### src/rtl/plm_pkg.sv
package plm_pkg;

  // strobes from control to datapath
  typedef struct packed {
    logic passHit;
    logic failHit;
  } plmStrobe_t;

  // conditions from datapath to control
  typedef struct packed {
    logic measureEdge;
    logic leadIn;
    logic lagIn;
    logic lagOver;
  } plmStatus_t;

endpackage

### src/rtl/plm_datapath.sv
module plm_datapath
  import plm_pkg::*;
#(
  parameter int CNT_W    = 8,
  parameter int DECIM    = 64,
  parameter int LOCK_RUN = 4
) (
  input  logic             clk,
  input  logic             rstN,
  input  logic             refIn,
  input  logic             fbIn,
  input  logic [CNT_W-1:0] threshold,
  input  plmStrobe_t       stb,
  output plmStatus_t       stat,
  output logic             lockQ
);

  localparam int DEC_W = (DECIM > 1) ? $clog2(DECIM) : 1;
  localparam int RUN_W = $clog2(LOCK_RUN + 1);
  localparam logic [DEC_W-1:0] DEC_LAST = DEC_W'(DECIM - 1);
  localparam logic [CNT_W-1:0] CNT_MAX  = {CNT_W{1'b1}};
  localparam logic [RUN_W-1:0] RUN_FULL = RUN_W'(LOCK_RUN);
  localparam logic [RUN_W-1:0] RUN_PRE  = RUN_W'(LOCK_RUN - 1);

  logic refPrev, fbPrev;
  logic refRise, fbRise;
  logic [DEC_W-1:0] refCnt;
  logic [CNT_W-1:0] fbAge;
  logic [CNT_W-1:0] lagCnt;
  logic             fbSeen;
  logic [CNT_W-1:0] leadErr;
  logic             leadValid;
  logic [RUN_W-1:0] runCnt;

  // edge detection on sampled inputs
  always_ff @(posedge clk) begin
    if (!rstN) begin
      refPrev <= 1'b0;
      fbPrev  <= 1'b0;
    end else begin
      refPrev <= refIn;
      fbPrev  <= fbIn;
    end
  end

  assign refRise = refIn & ~refPrev;
  assign fbRise  = fbIn & ~fbPrev;

  // decimation: count reference edges modulo DECIM
  always_ff @(posedge clk) begin
    if (!rstN) begin
      refCnt <= '0;
    end else if (refRise) begin
      refCnt <= (refCnt == DEC_LAST) ? '0 : refCnt + 1'b1;
    end
  end

  // age of the last feedback edge (leading candidate)
  always_ff @(posedge clk) begin
    if (!rstN) begin
      fbAge <= CNT_MAX;
    end else if (fbRise) begin
      fbAge <= CNT_W'(1);
    end else if (fbAge != CNT_MAX) begin
      fbAge <= fbAge + 1'b1;
    end
  end

  // a feedback edge seen since the previous reference edge
  always_ff @(posedge clk) begin
    if (!rstN) begin
      fbSeen <= 1'b0;
    end else if (refRise) begin
      fbSeen <= 1'b0;
    end else if (fbRise) begin
      fbSeen <= 1'b1;
    end
  end

  // cycles since the last reference edge (trailing candidate)
  always_ff @(posedge clk) begin
    if (!rstN) begin
      lagCnt <= CNT_MAX;
    end else if (refRise) begin
      lagCnt <= CNT_W'(1);
    end else if (lagCnt != CNT_MAX) begin
      lagCnt <= lagCnt + 1'b1;
    end
  end

  assign leadErr   = fbRise ? '0 : fbAge;
  assign leadValid = fbRise | fbSeen;

  always_comb begin
    stat.measureEdge = refRise && (refCnt == DEC_LAST);
    stat.leadIn      = leadValid && (leadErr <= threshold);
    stat.lagIn       = fbRise && (lagCnt <= threshold);
    stat.lagOver     = refRise || (lagCnt > threshold);
  end

  // verdict filter
  always_ff @(posedge clk) begin
    if (!rstN) begin
      runCnt <= '0;
      lockQ  <= 1'b0;
    end else if (stb.failHit) begin
      runCnt <= '0;
      lockQ  <= 1'b0;
    end else if (stb.passHit) begin
      if (runCnt != RUN_FULL) runCnt <= runCnt + 1'b1;
      if (runCnt >= RUN_PRE) lockQ <= 1'b1;
    end
  end

endmodule

### src/rtl/plm_control.sv
module plm_control
  import plm_pkg::*;
(
  input  logic       clk,
  input  logic       rstN,
  input  plmStatus_t stat,
  output plmStrobe_t stb
);

  typedef enum logic {WATCH, LAGWAIT} plmState_e;

  plmState_e state, nextState;

  always_ff @(posedge clk) begin
    if (!rstN) state <= WATCH;
    else       state <= nextState;
  end

  always_comb begin
    nextState   = state;
    stb.passHit = 1'b0;
    stb.failHit = 1'b0;
    case (state)
      WATCH: begin
        if (stat.measureEdge) begin
          if (stat.leadIn) stb.passHit = 1'b1;
          else             nextState   = LAGWAIT;
        end
      end
      LAGWAIT: begin
        if (stat.lagIn) begin
          stb.passHit = 1'b1;
          nextState   = WATCH;
        end else if (stat.lagOver) begin
          stb.failHit = 1'b1;
          nextState   = WATCH;
        end
      end
      default: nextState = WATCH;
    endcase
  end

endmodule

### src/rtl/phase_lock_monitor.sv
module phase_lock_monitor
  import plm_pkg::*;
#(
  parameter int CNT_W    = 8,
  parameter int DECIM    = 64,
  parameter int LOCK_RUN = 4
) (
  input  logic             clk,
  input  logic             rstN,
  input  logic             refIn,
  input  logic             fbIn,
  input  logic             ldEnable,
  input  logic [CNT_W-1:0] threshold,
  output logic             lockOut
);

  plmStrobe_t ctlStb;
  plmStatus_t dpStat;
  logic       lockQ;

  plm_datapath #(
    .CNT_W   (CNT_W),
    .DECIM   (DECIM),
    .LOCK_RUN(LOCK_RUN)
  ) u_datapath (
    .clk      (clk),
    .rstN     (rstN),
    .refIn    (refIn),
    .fbIn     (fbIn),
    .threshold(threshold),
    .stb      (ctlStb),
    .stat     (dpStat),
    .lockQ    (lockQ)
  );

  plm_control u_control (
    .clk (clk),
    .rstN(rstN),
    .stat(dpStat),
    .stb (ctlStb)
  );

  assign lockOut = lockQ & ldEnable;

endmodule

### config.mk
export PLATFORM = sky130hd
export DESIGN_NAME = phase_lock_monitor
export DESIGN_NICKNAME = d
export VERILOG_FILES = /design/src/rtl/plm_pkg.sv /design/src/rtl/plm_datapath.sv /design/src/rtl/plm_control.sv /design/src/rtl/phase_lock_monitor.sv
export SDC_FILE = /design/constraint.sdc
export NUM_CORES = 1
export LEC_CHECK = 0
export CAP_MARGIN = 15
export CORE_MARGIN = 2
export CORE_UTILIZATION = 60
export DETAILED_ROUTE_END_ITERATION = 10
export DONT_BUFFER_PORTS = 1
export GPL_ROUTABILITY_DRIVEN = 1
export PLACE_DENSITY = 0.81
export SYNTH_ARGS = -nofsm -noshare
export SYNTH_HDL_FRONTEND = slang
export SYNTH_SLANG_ARGS = --single-unit
### constraint.sdc
create_clock -name clk -period 3.05 [get_ports clk]
set_input_delay 0.61 -clock clk [delete_from_list [all_inputs] [get_ports clk]]
set_output_delay 0.61 -clock clk [all_outputs]
set_load 0.02 [all_outputs]
==> metrics.csv <==
stage;metric;value;unit
sta;Final period util;82.8;%
power;Leakage Power;0.865;nW
cells_and_area;n_diodes;0;
logic_synthesis;Adder-Cell Fraction of Synth Area;14.3;%
route;Post-DRT Antenna Nets;0;
floorplan;IO Pins;14;
logic_synthesis;cell with the most instances after synthesis;dfxtp_1;
grt;met1 Track Usage GR;28.0;%
logic_synthesis;synth unique cells;43;
power;register share of total power;48.5;%
floorplan;Chip Width;60.6;um
logic_synthesis;synthesized cell area;1920;sq um
logic_synthesis;#FFs+latches synth;30;
power;Logic pwr share;24.3;%
grt;largest net degree at the start of global routing;21;
route;# DRC;0;
logic_synthesis;Synth Area in Compound Gates;17.3;%
clocking;cts hold-fix bufs;0;
clocking;CTS tree;built;
logic_synthesis;syn_area_per_cell;8.51;sq um
sta;setup TNS;0;ps
clocking;clock sink count;30;
placed_design;RePlAce Congestion;0.826;
worst_setup_path;CP cell instances;nand2b_1 > and2_1 > ha_1 > a211oi_1 > nor2_1 > nand4bb_1 > a21oi_2 > o22ai_1 > o32ai_2;
route;starting DRC count in detailed routing;38;
worst_setup_path;critical path class;flip-flop to flip-flop;
logic_synthesis;mux share of post-synthesis cell area;2.60;%
clocking;CTS H-Tree Depth;2;
sta;Slew Viols, Final;0;
cells_and_area;Final nets;264;
logic_synthesis;Commonest cells post-synth;dfxtp_1, o21ai_0, ha_1;
grt;first-pass GRT wire length;6680;um
worst_setup_path;Reg2Reg Setup Slack;520;ps
worst_setup_path;crit path max fanout;13;
logic_synthesis;Post-Synth Simple-Gate Area;24.6;%
sta;RSZ-0062 raised after global routing;false;
power;internal power;0.643;mW
cells_and_area;share of post-route cells with drive strength above 1;8.26;%
cells_and_area;fin area;2030;sq um
floorplan;die height;60.6;um
floorplan;Initial Utilization;63.0;%
power;VDD IR max;276;uV
route;Vias;1600;
route;Post-Route WL;3820;um
floorplan;DIE AREA;3680;sq um
logic_synthesis;top cells by area, synth;dfxtp_1, ha_1, o21ai_0;
route;DR pass1 iterations;4;
power;Switching Fraction;33.0;%
cells_and_area;non-filler instance count after layout;274;
clocking;Root Driver;clkbuf_4;
placed_design;Setup WS pre-CTS;361;ps
sta;Achievable Freq;396;MHz
route;post-DR vias/cell;5.84;
flow_run;maxcap violations;0;
grt;met3 global-route usage;6.40;%
sta;setup ws final;523;ps
logic_synthesis;cell accounting for the most synthesized area;dfxtp_1;
sta;post-route minimum period;2530;ps
clocking;worst skew pair latency;340;ps
sta;slew margin rel.;65.8;%
grt;number of global-route vias before repair;1607;
worst_setup_path;Critical Path RT;3310;ps
clocking;clk buf depth;2;
power;PD cells;474;nW/um^2
worst_setup_path;Worst path slowest cell;dfxtp_1;
route;drt wl/cell;13.9;um
logic_synthesis;Syn Nets;261;
grt;global route total overflow;0;
clocking;post-cts resize count;0;
sta;final hold violation count;0;
sta;Setup Skew;3.36;ps
grt;initial antenna violation count;0;
sta;slew at the pin closest to its max-slew limit;501;ps
placed_design;port bufs;0;
grt;GR Util met2;42.7;%
logic_synthesis;Syn Inst Count;226;
worst_setup_path;element type at the critical path start;flip-flop;
grt;GRT Total Usage;24.5;%
sta;Setup-failing EPs final;0;
outcome;status;completed;
worst_setup_path;Arr. time, crit path;2790;ps
power;clock power share;27.1;%
cells_and_area;final design utilization;66.4;%
worst_setup_path;CP Capture Type;flip-flop;
cells_and_area;Area Growth Syn to Fin;5.33;%
logic_synthesis;main combinational cell family by area after synthesis;simple AND/OR/NAND/NOR gates;
logic_synthesis;Synth Area in XOR/XNOR;5.46;%
grt;grt peak-use layer;met2;
floorplan;Std-Cell Rows;20;
logic_synthesis;YS warnings;0;
logic_synthesis;Async S/R FF share, synth;0;%
logic_synthesis;number of synthesized flops with an enable pin;0;
placed_design;hpwl dp;2910;um
floorplan;core area;3050;sq um
placed_design;Placed Cells;266;
placed_design;Cell Area, Placed;1960;sq um
clocking;Clk pin slew, worst setup/hold paths;100;ps
power;Net Sw Power;0.317;mW
logic_synthesis;ys flop type;dfxtp_1;
worst_setup_path;Max stage delay on crit path;320;ps
logic_synthesis;sequential area share after synthesis;31.2;%
logic_synthesis;Yosys top cell area share;31.2;%
clocking;cts bufs inserted;5;
min_path;worst min path class;primary input to flip-flop;
clocking;Post CTS Setup Buffer Count;0;
==> routing by layer <==
metal  share of wire, %  up-vias
met4                3.4        0
met2                 47       38
met3                3.9       13
li1                   -      815
met1                 46      734
met5                  0        -
==> cell type report <==
class	instances	area [sq um]
sequential	30	601
multi-input combinational	175	1240
tap	44	55.1
fill	281	1030
clock buffer	6	51.3
clock inverter	2	12.5
timing repair buffer	2	15.0
inverter	15	56.3
==> final timing paths <==
| kind | start | end | cells past startpoint |
|---|---|---|---|
| setup / recovery | u_datapath.fbPrev$_SDFF_PN0_ | u_datapath.runCnt[2]$_SDFFE_PP0P_ | 9 |
| hold / removal | rstN | u_datapath.lagCnt[0]$_SDFFE_PP1N_ | 1 |
| hold reg to reg | u_datapath.lockQ$_SDFFE_PP0P_ | u_datapath.lockQ$_SDFFE_PP0P_ | 2 |
| setup reg to reg | u_datapath.fbPrev$_SDFF_PN0_ | u_datapath.runCnt[2]$_SDFFE_PP0P_ | 9 |
==> power by group through the flow <==
stage               Clock [mW]  Sequential [mW]  Combinational (mW)
CTS                      0.268            0.465               0.232
global route             0.285            0.471               0.271
global placement             0            0.473               0.223
floorplan                    0            0.462               0.194
finish                   0.261            0.466               0.234
detailed placement           0            0.474               0.228
==> state kept, by name, indices dropped and copies added (netlist names) <==
name	flops
u_control.state	1
u_datapath.fbAge	8
u_datapath.fbPrev	1
u_datapath.fbSeen	1
u_datapath.lagCnt	8
u_datapath.lockQ	1
u_datapath.refCnt	6
u_datapath.refPrev	1
u_datapath.runCnt	3
==> worst max-delay path, delay by kind of cell, from the launching register on <==
family | cells | cell delay [ps]
AND/OR/NAND/NOR | 4 | 990
AO/OA/AOI/OAI | 4 | 850
flip-flops | 1 | 320
adder cells (fa/ha/maj) | 1 | 290
==> cells by family (layout without fill, tap and decap cells) <==
kind of cell | count (synthesis) | after routing
xor+xnor | 12 | 12
fa+ha+maj | 22 | 22
buf+inv | 21 | 25
mux | 5 | 5
simple gates | 84 | 84
compound gates | 52 | 52
flops | 30 | 30
==> metrics by stage <==
step | total power, mW | hold slack (ps)
6_report | 0.960 | 339
2_1_floorplan | 0.656 | 449
4_1_cts | 0.965 | 327
3_3_place_gp | 0.696 | 475
3_5_place_dp | 0.702 | 482
5_1_grt | 1.03 | 323
==> cell usage in the layout, fill, tap and decap left out, types with 8 or more instances in the layout <==
cell type  netlist  routed
dfxtp_1         30      30
a21oi_1          9       9
nand4_1          8       8
nand3_1         14      14
nand2_1         16      16
ha_1            22      22
inv_1           15      15
o21ai_0         24      24
xor2_1           9       9
and2_1          11      11
nor2_1          13      13
Power figures use the tool's default switching activity.
